--- src/rtl/irqc_pkg.sv ---
package irqc_pkg;

    localparam int unsigned SRC_N    = 4;
    localparam int unsigned REG_W    = 8;
    localparam int unsigned ADDR_W   = 2;
    localparam int unsigned VEC_W    = 16;
    localparam logic [15:0] VEC_ADDR = 16'h0008;

    // source positions inside every per-source vector
    localparam int unsigned SRC_PIN  = 0;
    localparam int unsigned SRC_TMR0 = 1;
    localparam int unsigned SRC_TMR1 = 2;
    localparam int unsigned SRC_ADC  = 3;

    // register offsets
    localparam int unsigned OFS_FLAG = 0;
    localparam int unsigned OFS_MASK = 1;
    localparam int unsigned OFS_CTRL = 2;

    typedef enum logic [1:0] {
        GIE_HOLD  = 2'd0,
        GIE_CLEAR = 2'd1,
        GIE_SET   = 2'd2,
        GIE_LOAD  = 2'd3
    } gie_op_e;

    typedef struct packed {
        gie_op_e op;
        logic    val;
    } gie_cmd_t;

    // Core pulses outrank software: acknowledge, then return, then a write.
    function automatic gie_cmd_t gie_pick(input logic ack, input logic ret,
                                          input logic sw_ld, input logic sw_val);
        gie_cmd_t c;
        c.val = sw_val;
        if (ack)        c.op = GIE_CLEAR;
        else if (ret)   c.op = GIE_SET;
        else if (sw_ld) c.op = GIE_LOAD;
        else            c.op = GIE_HOLD;
        return c;
    endfunction

    function automatic logic gie_next(input gie_cmd_t c, input logic cur);
        logic n;
        case (c.op)
            GIE_CLEAR: n = 1'b0;
            GIE_SET:   n = 1'b1;
            GIE_LOAD:  n = c.val;
            default:   n = cur;
        endcase
        return n;
    endfunction

    // A new event beats a clear; a block beats everything.
    function automatic logic flag_next(input logic cur, input logic evt,
                                       input logic clr, input logic blk);
        logic n;
        if (blk)      n = 1'b0;
        else if (evt) n = 1'b1;
        else if (clr) n = 1'b0;
        else          n = cur;
        return n;
    endfunction

endpackage

--- src/rtl/irqc_flag_bank.sv ---
module irqc_flag_bank
    import irqc_pkg::*;
#(
    parameter int unsigned NUM_SRC = SRC_N,
    parameter int unsigned PIN_IDX = SRC_PIN
) (
    input  logic               clk,
    input  logic               rst,
    input  logic [NUM_SRC-1:0] evt,
    input  logic [NUM_SRC-1:0] clr,
    input  logic               pin_block,
    output logic [NUM_SRC-1:0] flags
);

    for (genvar k = 0; k < NUM_SRC; k++) begin : g_flag
        logic blk;
        logic q;

        if (k == PIN_IDX) begin : g_pin
            assign blk = pin_block;
        end else begin : g_other
            assign blk = 1'b0;
        end

        always_ff @(posedge clk) begin
            if (rst) q <= 1'b0;
            else     q <= flag_next(q, evt[k], clr[k], blk);
        end

        assign flags[k] = q;
    end

endmodule

--- src/rtl/irqc_regif.sv ---
module irqc_regif
    import irqc_pkg::*;
#(
    parameter int unsigned NUM_SRC = SRC_N,
    parameter int unsigned DATA_W  = REG_W,
    parameter int unsigned AW      = ADDR_W
) (
    input  logic               clk,
    input  logic               rst,
    input  logic               wr_en,
    input  logic [AW-1:0]      addr,
    input  logic [DATA_W-1:0]  wdata,
    input  logic [NUM_SRC-1:0] flags,
    input  logic               gie,
    output logic [NUM_SRC-1:0] flag_clr,
    output logic [NUM_SRC-1:0] mask,
    output logic               sw_gie_ld,
    output logic               sw_gie_val,
    output logic [DATA_W-1:0]  rd_data
);

    localparam logic [AW-1:0] A_FLAG = AW'(OFS_FLAG);
    localparam logic [AW-1:0] A_MASK = AW'(OFS_MASK);
    localparam logic [AW-1:0] A_CTRL = AW'(OFS_CTRL);

    logic hit_flag;
    logic hit_mask;
    logic hit_ctrl;

    assign hit_flag = wr_en && (addr == A_FLAG);
    assign hit_mask = wr_en && (addr == A_MASK);
    assign hit_ctrl = wr_en && (addr == A_CTRL);

    // zeros in the written data clear, ones leave the flag alone
    assign flag_clr   = hit_flag ? ~wdata[NUM_SRC-1:0] : '0;
    assign sw_gie_ld  = hit_ctrl;
    assign sw_gie_val = wdata[0];

    always_ff @(posedge clk) begin
        if (rst)           mask <= '0;
        else if (hit_mask) mask <= wdata[NUM_SRC-1:0];
    end

    always_comb begin
        rd_data = '0;
        case (addr)
            A_FLAG:  rd_data[NUM_SRC-1:0] = flags;
            A_MASK:  rd_data[NUM_SRC-1:0] = mask;
            A_CTRL:  rd_data[0]           = gie;
            default: rd_data              = '0;
        endcase
    end

endmodule

--- src/rtl/irqc_gate.sv ---
module irqc_gate
    import irqc_pkg::*;
#(
    parameter int unsigned NUM_SRC = SRC_N
) (
    input  logic               clk,
    input  logic               rst,
    input  logic               ack,
    input  logic               ret,
    input  logic               sw_ld,
    input  logic               sw_val,
    input  logic [NUM_SRC-1:0] flags,
    input  logic [NUM_SRC-1:0] mask,
    output logic               gie,
    output logic               req
);

    gie_cmd_t cmd;

    assign cmd = gie_pick(ack, ret, sw_ld, sw_val);

    always_ff @(posedge clk) begin
        if (rst) gie <= 1'b0;
        else     gie <= gie_next(cmd, gie);
    end

    assign req = gie & (|(flags & mask));

endmodule

--- src/rtl/irqc_top.sv ---
module irqc_top
    import irqc_pkg::*;
#(
    parameter int unsigned NUM_SRC  = SRC_N,
    parameter int unsigned DATA_W   = REG_W,
    parameter int unsigned AW       = ADDR_W,
    parameter int unsigned VW       = VEC_W,
    parameter logic [VW-1:0] ENTRY  = VW'(VEC_ADDR),
    parameter int unsigned PIN_IDX  = SRC_PIN
) (
    input  logic               clk,
    input  logic               rst,
    input  logic [NUM_SRC-1:0] src_evt,
    input  logic               ext_count_mode,
    input  logic               wr_en,
    input  logic [AW-1:0]      addr,
    input  logic [DATA_W-1:0]  wdata,
    output logic [DATA_W-1:0]  rd_data,
    input  logic               irq_ack,
    input  logic               irq_ret,
    output logic               irq_req,
    output logic [VW-1:0]      irq_vec
);

    logic [NUM_SRC-1:0] flags;
    logic [NUM_SRC-1:0] flag_clr;
    logic [NUM_SRC-1:0] mask;
    logic               gie;
    logic               sw_gie_ld;
    logic               sw_gie_val;

    irqc_flag_bank #(.NUM_SRC(NUM_SRC), .PIN_IDX(PIN_IDX)) u_flags (
        .clk       (clk),
        .rst       (rst),
        .evt       (src_evt),
        .clr       (flag_clr),
        .pin_block (ext_count_mode),
        .flags     (flags)
    );

    irqc_regif #(.NUM_SRC(NUM_SRC), .DATA_W(DATA_W), .AW(AW)) u_regif (
        .clk        (clk),
        .rst        (rst),
        .wr_en      (wr_en),
        .addr       (addr),
        .wdata      (wdata),
        .flags      (flags),
        .gie        (gie),
        .flag_clr   (flag_clr),
        .mask       (mask),
        .sw_gie_ld  (sw_gie_ld),
        .sw_gie_val (sw_gie_val),
        .rd_data    (rd_data)
    );

    irqc_gate #(.NUM_SRC(NUM_SRC)) u_gate (
        .clk    (clk),
        .rst    (rst),
        .ack    (irq_ack),
        .ret    (irq_ret),
        .sw_ld  (sw_gie_ld),
        .sw_val (sw_gie_val),
        .flags  (flags),
        .mask   (mask),
        .gie    (gie),
        .req    (irq_req)
    );

    assign irq_vec = ENTRY;

endmodule

--- config.mk ---
export PLATFORM = sky130hd
export DESIGN_NAME = irqc_top
export DESIGN_NICKNAME = d
export VERILOG_FILES = /design/src/rtl/irqc_pkg.sv /design/src/rtl/irqc_flag_bank.sv /design/src/rtl/irqc_regif.sv /design/src/rtl/irqc_gate.sv /design/src/rtl/irqc_top.sv
export SDC_FILE = /design/constraint.sdc
export NUM_CORES = 1
export LEC_CHECK = 0
export BUFFER_PORTS_ARGS = -buffer_cell sky130_fd_sc_hd__buf_2
export CAP_MARGIN = 40
export CORE_ASPECT_RATIO = 1.1
export CORE_UTILIZATION = 35
export DETAILED_ROUTE_END_ITERATION = 7
export HOLD_SLACK_MARGIN = 0.03
export PLACE_DENSITY = 0.71
export SYNTH_ARGS = -nofsm -noshare
export SYNTH_HDL_FRONTEND = slang
export SYNTH_SLANG_ARGS = --single-unit
--- constraint.sdc ---
create_clock -name clk -period 1.1 [get_ports clk]
set_clock_uncertainty 0.05 [all_clocks]
set_input_delay 0.165 -clock clk [delete_from_list [all_inputs] [get_ports clk]]
set_output_delay 0.165 -clock clk [all_outputs]
set_load 0.01 [all_outputs]
---- Yosys cells after proc, flatten, opt, wreduce, memory -nomap -nowiden ----
Cells that the tools add are included.
word-level totals
  bits in registers ....................... 9
  bits of input ports ..................... 20
  output and inout bits ................... 25
operators by class
  equality and inequality tests ........... 5
  muxes and demuxes ....................... 15
  bitwise operators ....................... 3
  reduce and logical (&&, ||, !) cells .... 11
operators with widths
  cell                number
  $mux 1              8
  $reduce_bool 2->1   4
  $eq 2x2->1 const B  3
  $mux 2              3
  $pmux 1 s3          2
  $pmux 3 s2          1
  $and 4x4->4         1
  $eq 2x1->1 const B  2
  $mux 4              1
  $not 4->4           1
  $reduce_or 4->1     1
  $logic_and 1x1->1   3
  $reduce_bool 3->1   1
  $logic_not 2->1     1
  $reduce_or 2->1     1
  $and 1x1->1         1

---- Longest topological paths before layout ----
Gate-level depths: netlist of run 1.
  depth in word-level cells ............... 7
  mapped depth ............................ 4
  mapped depth without buffers ............ 3

---- Modules after synthesis ----
A second synthesis of run 1 with hierarchy kept.
second synthesis, totals
  cell total of the unflattened synthesis .. 85
  area, all modules ....................... 705.7 µm²
modules (own cells, without submodules)
  module          instances  cells each  area an instance (µm²)  sequential area each (µm²)
  irqc_regif      1          40          336.6                   80.1
  irqc_flag_bank  1          20          172.7                   80.1
  irqc_top        1          18          127.6                   0.0
  irqc_gate       1          7           68.8                    20.0

---- Least setup slack after synthesis of run 1 ----
Ideal clock, no wire load.
  path kind ............................... input to register
  start ................................... in addr[0]
  end ..................................... reg u_flags.g_flag[1].q
  library setup time ...................... 0.132 ns
  data arrival time ....................... 0.846 ns
  data required time ...................... 0.918 ns
  slack ................................... 0.071 ns
  cell stages on the path ................. 4
  path buffers ............................ 1
  cell sequence ........................... buf_6 or3b_4 o21ai_1 a21oi_1
between the ends
  word-level cells in the longest chain between the ends .. 4
RTL lines
  item                         RTL line              RTL
  start, declared              irqc_top.sv:16        input logic [AW-1:0] addr,
  $logic_not 2->1              irqc_regif.sv:30      assign hit_flag = wr_en && (addr == A_FLAG);
  $logic_and 1x1->1            irqc_regif.sv:30
  $mux 4                       irqc_regif.sv:35      assign flag_clr = hit_flag ? ~wdata[NUM_SRC-1:0] : '0;
  $reduce_bool 2->1 (no line)  n/a
  end signal, assigned         irqc_flag_bank.sv:27  else q <= flag_next(q, evt[k], clr[k], blk);
  end, declared                irqc_flag_bank.sv:17  logic q;
Every way passes these cells.
A chain may end at the register's enable or synchronous reset.

---- Final worst setup path of run 1 ----
  start ................................... reg u_regif.mask[3]
  end ..................................... out irq_req
between the ends
  word-level cells in the longest chain between the ends .. 3
RTL lines
  item                    RTL line          RTL
  start, declared         irqc_regif.sv:16  output logic [NUM_SRC-1:0] mask,
  start signal, assigned  irqc_regif.sv:41  else if (hit_mask) mask <= wdata[NUM_SRC-1:0];
  $and 4x4->4             irqc_gate.sv:27   assign req = gie & (|(flags & mask));
  $reduce_or 4->1         irqc_gate.sv:27
  $and 1x1->1             irqc_gate.sv:27
  end, declared           irqc_top.sv:21    output logic irq_req,
Every way passes these cells.

==> out/qor.txt, run 1 <==
largest fanout on the critical path - 3
critical path type - reg2out
CTS buffer count - 3
vias in the first global route - 410
ANT nets after route - 0
Max clock buf depth - 2
area grow syn2layout - 20.9%
Die Y-Extent - 45.8 um
Tmin final - 1.21 ns
top cell type's share of synthesized area - 29.6%
Placeable Area - 1600 um2
Final #Nets - 119
reg-to-reg startpoint - u_gate.gie
setup TNS - -0.174 ns
Hold Path Origin - src_evt[1]
Routed wire per std cell - 9.70 um
crit path DAT - 0.99 ns
First-pass DRT Iterations - 2
count of different cell masters after synthesis - 19
Post-Syn Area per Cell - 8.58 um2
Pwr Total - 0.000763 W
Post-DP Area - 663 um2
PwrDens - 1030 nW/um2
final worst slack - -0.107 ns
sequential fraction of the synthesis area - 29.6%
GRT Overall Usage - 12.3%
Synth Register Bits - 9
leakage - 0.396 nW
Synth warnings - 0
DRT iter0 DRCs - 2
Synth Instances - 71
WP data required - 0.88 ns
IO buf count - 20
Min-Delay Endpoint - u_flags.g_flag[1].q
cell area after layout - 737 um2
Starting Density - 38.2%
failing checks - negative setup slack
final hold vios - 0
fin. max-slew vios - 0
Clock Sink Count - 9
Worst Hold Slack - 0.0768 ns
grt ovf - 0
status - complete, but fails checks
die span in x - 41.8 um
I/O Pins - 45
final WL - 1.12 mm
Crit Reg-Reg Endpoint - u_gate.gie
Setup Viol. Count Final - 4
Critical Path Start Type - flip-flop
Clock Root Buffer - clkbuf_4
maximum VDD drop - 0.000783 V
H-Tree Level Count - 1
Worst Setup End Kind - output port
Max Cap Viol - 0
Hold Path Class - in2reg
vias per cell - 4.43
final core utilization - 46.2%
FMAX - 828 MHz
ant diodes - 0
dpl hpwl - 840 um
Final Cycle Share - 110%
DIE AREA - 1910 um2
R2R depth - 2
via count - 509
std cell rows - 15
Routability Congestion - 0.718
layout cells sized above 1 - 42.9%
largest net degree at the start of global routing - 10
Post-Synthesis Cell Area - 609 um2
most frequent cells in the layout - conb_1, buf_2, nor2_1
Layout fillers - 164
RSZ-0062 raised after global routing - true
antenna violations before repair - 0
Synth area leader - dfxtp_1
Hold Crit Depth - 3
TritonCTS clock tree - built
Clk Latency, worst-skew pair - 0.25 ns
clock slew at reported path FFs - 0.06 ns
first-pass GRT wire length - 1.70 mm
DRC errors left - 0
Area contributors post-synth - dfxtp_1, buf_4, mux2i_1
FF-to-FF setup slack - 0.20 ns
## registers in the layout, summed over array words and instances, names as in the netlist
name and flops:
u_gate.gie 1, u_regif.mask 4, u_flags.g_flag.q 4
## area by class of cell
class | count | area [um2] | area share (%)
multi-input combinational | 55 | 330 | 44.8
timing repair buffer | 27 | 158 | 21.4
tap | 17 | 21.3 | 2.89
sequential | 9 | 190 | 25.8
clock buffer | 4 | 26.3 | 3.57
inverter | 3 | 11.3 | 1.53
## metrics by stage
stage,instances,setup slack [ns]
global placement,108,0.0127
finish,115,-0.107
global route,115,-0.163
detailed placement,108,0.00200
CTS,114,-0.101
floorplan,89,0.0715
## critical path, cell delays in order (launching register included)
cell and delay [ns]:
dfxtp_2 0.32, a22oi_2 0.18, a21boi_1 0.09, buf_2 0.14
## Yosys cell counts
cell	count
buf_4	20
a2111oi_2	1
o21ai_1	4
nor3_2	1
inv_1	3
buf_6	1
a22oi_1	2
nand3b_1	2
nor3_1	1
conb_1	2
nor4_1	1
mux2i_1	8
a21oi_1	3
dfxtp_1	9
nor2_1	9
nand3b_2	1
buf_1	1
or3b_4	1
a21boi_1	1
## worst max-delay path by stage
stage | from | endpoint | slack (ns) | cells past startpoint
after floorplan | addr[0] | u_flags.g_flag[1].q | 0.07 | 4
after global placement | addr[1] | u_flags.g_flag[3].q | 0.01 | 4
after detailed placement | addr[1] | u_flags.g_flag[3].q | 0.002 | 4
after CTS | u_regif.mask[3] | irq_req | -0.10 | 3
after global routing | u_regif.mask[0] | irq_req | -0.16 | 3
final | u_regif.mask[3] | irq_req | -0.11 | 3
## what timing repair did
item / CTS / global route
gates resized for setup: 10 / 0
setup buffers: 0 / 1
hold buffers: 2 / 0
pin swaps: 2 / 0
hold endpoints to repair: 2 / 0
endpoints found under the setup margin: 4 / 5
## cells by family after synthesis
group,share of synthesized area [%]
other,1.23
AOI/OAI and AO/OA,11.9
buffers and inverters,29.0
DFF,29.6
and+or+nand+nor,15.2
muxes,13.1
## routing by layer
metal,part of all wire (%),global-route usage [%]
met1,42,14.4
met2,49,20.0
met5,0,0
met4,2.3,9.68
met3,6.9,2.38
## where the power goes
| group | switching [W] | internal [W] |
|---|---|---|
| Combinational | 0.0000868 | 0.0000691 |
| Sequential | 0.0000153 | 0.000346 |
| Clock | 0.000106 | 0.000139 |
| Total | 0.000208 | 0.000555 |
Power figures use the tool's default switching activity.
==> run 2: changes to the inputs <==
- PLACE_DENSITY: 0.71 -> 0.74
- clock period: 1.1 -> 1 ns (I/O delays scaled with it)
==> out/qor.txt, run 2 (synthesis results as in run 1) <==
status - complete, but fails checks
Min-Delay Endpoint - u_flags.g_flag[1].q
Hold Path Origin - src_evt[1]
Post-Layout Cell Count - 117
area grow syn2layout - 23.4%
Layout fillers - 163
met3 GRT Util - 2.38%
Max Cap Viol - 0
Routability Congestion - 0.724
WP data required - 0.80 ns
vias in the first global route - 443
GRT Overall Usage - 11.9%
gr busiest metal - met2
Worst Setup End Kind - output port
Clk Latency, worst-skew pair - 0.25 ns
TritonCTS clock tree - built
Tmin final - 1.20 ns
layout cells sized above 1 - 44.0%
Final Cycle Share - 120%
dpl hpwl - 860 um
Hold Path Class - in2reg
largest fanout on the critical path - 3
placed cells - 109
CTS buffer count - 3
via count - 509
Starting Density - 38.2%
PwrDens - 1130 nW/um2
DIE AREA - 1910 um2
Hold Crit Depth - 3
FMAX - 834 MHz
Die Y-Extent - 45.8 um
Critical path origin - u_flags.g_flag[0].q
Placeable Area - 1600 um2
final hold vios - 0
DRC errors left - 0
maximum VDD drop - 0.000625 V
Max clock buf depth - 2
std cell rows - 15
Crit Reg-Reg Endpoint - u_gate.gie
most frequent cells in the layout - conb_1, buf_2, nor2_1
ANT nets after route - 0
final worst slack - -0.199 ns
grt met1 use - 12.9%
die span in x - 41.8 um
ant diodes - 0
Final #Nets - 121
H-Tree Level Count - 1
DRT iter0 DRCs - 6
Clock Root Buffer - clkbuf_4
vias per cell - 4.35
largest net degree at the start of global routing - 10
Setup Viol. Count Final - 5
Routed wire per std cell - 9.85 um
FF-to-FF setup slack - 0.09 ns
First-pass DRT Iterations - 4
failing checks - negative setup slack
Pwr Total - 0.000849 W
final core utilization - 47.1%
crit path DAT - 1.00 ns
clock slew at reported path FFs - 0.06 ns
critical path type - reg2out
Clock Sink Count - 9
M2 GR Usage - 21.6%
reg-to-reg startpoint - u_gate.gie
R2R depth - 2
antenna violations before repair - 0
I/O Pins - 45
fin. max-slew vios - 0
leakage - 0.406 nW
final WL - 1.15 mm
Critical Path Start Type - flip-flop
setup TNS - -0.632 ns
RSZ-0062 raised after global routing - true
grt ovf - 0
IO buf count - 20
Largest regs - u_flags.g_flag.q x4, u_regif.mask x4, u_gate.gie x1
first-pass GRT wire length - 1.70 mm
run 2: cell types whose count changed in the layout (fill, tap and decap cells not counted):
cell | previous run | this run
buf_4 | 5 | 7
run 2: worst max-delay path, cell delays in order (launching register included):
cell and delay (ns):
dfxtp_2 0.33, a22oi_2 0.18, a21boi_1 0.09, buf_2 0.14
run 2: repair_timing:
item	4_1_cts	5_1_grt
buffers inserted	1	1
hold buffers	2	0
endpoints found under the hold margin	2	0
pin swaps	3	2
resized for setup	10	0
setup endpoints to repair	5	5
run 2: where the power goes:
part | total (W) | internal [W] | leakage (nW) | switching (W)
combinational | 0.000179 | 0.0000816 | 0.314 | 0.0000976
sequential | 0.000397 | 0.000381 | 0.0769 | 0.0000166
clock | 0.000273 | 0.000153 | 0.0150 | 0.000119
run 2: through the flow:
step | hold WS (ns) | instance area, um2 | worst slack (ns)
final | 0.0644 | 752 | -0.199
after global routing | 0.0646 | 752 | -0.227
after CTS | 0.0575 | 744 | -0.205
after detailed placement | 0.267 | 671 | -0.0802
after global placement | 0.265 | 671 | -0.0684
after floorplan | 0.169 | 677 | -0.0135
run 2: worst max-delay path by stage:
| stage | endpoint | slack [ns] | cells after the start |
|---|---|---|---|
| after floorplan | u_flags.g_flag[1].q | -0.01 | 4 |
| after global placement | u_flags.g_flag[1].q | -0.07 | 4 |
| after detailed placement | u_flags.g_flag[3].q | -0.08 | 4 |
| after CTS | irq_req | -0.21 | 3 |
| after global routing | irq_req | -0.23 | 3 |
| final | irq_req | -0.20 | 3 |
run 2: metal layers:
layer  up-vias  routed length [um]
met3         4                  64
met4         0                  11
li1        257                   -
met5         -                   0
met2        30                 584
met1       218                 492
run 2: area by class of cell:
type / count / area [um2] / share of cell area, %
sequential: 9 / 190 / 25.3
clock buffer: 4 / 26.3 / 3.49
inverter: 3 / 11.3 / 1.50
tap: 17 / 21.3 / 2.83
multi-input combinational: 55 / 330 / 43.9
timing repair buffer: 29 / 173 / 23.0
==> run 3: changes to the inputs <==
- BUFFER_PORTS_ARGS: -buffer_cell sky130_fd_sc_hd__buf_2 -> default
- CORE_UTILIZATION: 35 -> 40
- DONT_BUFFER_PORTS: default -> 1
- PLACE_DENSITY: 0.74 -> default
- clock period: 1 -> 1.3 ns (I/O delays scaled with it)
==> out/qor.txt, run 3 (synthesis results as in run 1) <==
status - finished, final reports clean
Setup Viol. Count Final - 0
final worst slack - 0.117 ns
FMAX - 845 MHz
IO buf count - 0
Placeable Area - 1400 um2
PwrDens - 955 nW/um2
DRC errors left - 0
grt ovf - 0
final hold vios - 0
Clk Latency, worst-skew pair - 0.26 ns
dpl hpwl - 789 um
Worst Hold Slack - 0.0380 ns
DIE AREA - 1680 um2
most frequent cells in the layout - conb_1, nor2_1, dfxtp_1
Tmin final - 1.18 ns
first-pass GRT wire length - 1.57 mm
Final Cycle Share - 91.0%
vias in the first global route - 388
area grow syn2layout - 5.34%
ANT nets after route - 0
layout cells sized above 1 - 10.1%
Hold Path Class - in2reg
Max clock buf depth - 2
GRT Overall Usage - 14.1%
vias per cell - 4.68
RSZ-0062 raised after global routing - false
cell area after layout - 642 um2
CTS buffer count - 3
H-Tree Level Count - 1
Worst Setup End Kind - output port
FF-to-FF setup slack - 0.39 ns
TritonCTS clock tree - built
Die Y-Extent - 42.9 um
I/O Pins - 45
ant diodes - 0
via count - 445
largest net degree at the start of global routing - 10
final core utilization - 45.8%
most common cell after layout, fill and taps aside - conb_1
critical path type - reg2out
antenna violations before repair - 0
clock slew at reported path FFs - 0.06 ns
Max Cap Viol - 0
Clock Sink Count - 9
WP data required - 1.05 ns
Place WS - 0.312 ns
setup TNS - 0 ns
Final #Nets - 100
std cell rows - 14
Largest regs - u_flags.g_flag.q x4, u_regif.mask x4, u_gate.gie x1
largest fanout on the critical path - 3
die span in x - 39.2 um
fin. max-slew vios - 0
Hold Crit Depth - 2
DRT iter0 DRCs - 4
Routability Congestion - 0.713
First-pass DRT Iterations - 4
crit path DAT - 0.94 ns
Starting Density - 43.5%
Critical Path Start Type - flip-flop
maximum VDD drop - 0.000463 V
Routed wire per std cell - 11.2 um
leakage - 0.308 nW
Post-DP Area - 532 um2
Clock Root Buffer - clkbuf_4
R2R depth - 2
final WL - 1.06 mm
-- run 3: layout make-up --
type	count	area, um2
clock buffers	4	26.3
fillers	150	759
inverters	3	11.3
multi-input cells	55	324
flip-flops and latches	9	180
well taps	16	20.0
repair buffers	8	80.1
-- run 3: what timing repair did --
| action | 4_1_cts | 5_1_grt |
|---|---|---|
| hold buffers | 8 | 0 |
| setup endpoints to repair | 0 | 1 |
| setup buffers | 0 | 0 |
| endpoints found under the hold margin | 9 | 0 |
| gates resized for setup | 0 | 1 |
-- run 3: metal layers --
| layer | track usage [%] | up-vias | share of wire, % | routed length, um |
|---|---|---|---|---|
| li1 | - | 214 | - | - |
| met1 | 17.6 | 199 | 41 | 432 |
| met2 | 19.7 | 28 | 48 | 513 |
| met3 | 2.62 | 4 | 8.7 | 92 |
| met4 | 12.4 | 0 | 2.3 | 24 |
| met5 | 0 | - | 0 | 0 |
-- run 3: final timing paths --
path                  startpoint             endpoint
max          u_flags.g_flag[0].q           rd_data[0]
min                     wdata[1]      u_regif.mask[1]
max reg2reg           u_gate.gie           u_gate.gie
min reg2reg  u_flags.g_flag[2].q  u_flags.g_flag[2].q
-- run 3: worst max-delay path: stages, from the launching register on --
cell	delay [ns]
dfxtp_1	0.36
mux2i_1	0.08
o21ai_1	0.24
-- run 3: power breakdown --
group	switching [W]	total (W)	internal, W
registers	0.0000108	0.000301	0.000290
clock network	0.0000959	0.000214	0.000118
logic	0.0000560	0.0000981	0.0000421
total	0.000163	0.000613	0.000450
-- run 3: per-stage QoR --
step | cells | power (W)
3_3_place_gp | 83 | 0.000378
4_1_cts | 95 | 0.000622
2_1_floorplan | 89 | 0.000427
5_1_grt | 95 | 0.000653
6_report | 95 | 0.000613
3_5_place_dp | 83 | 0.000381
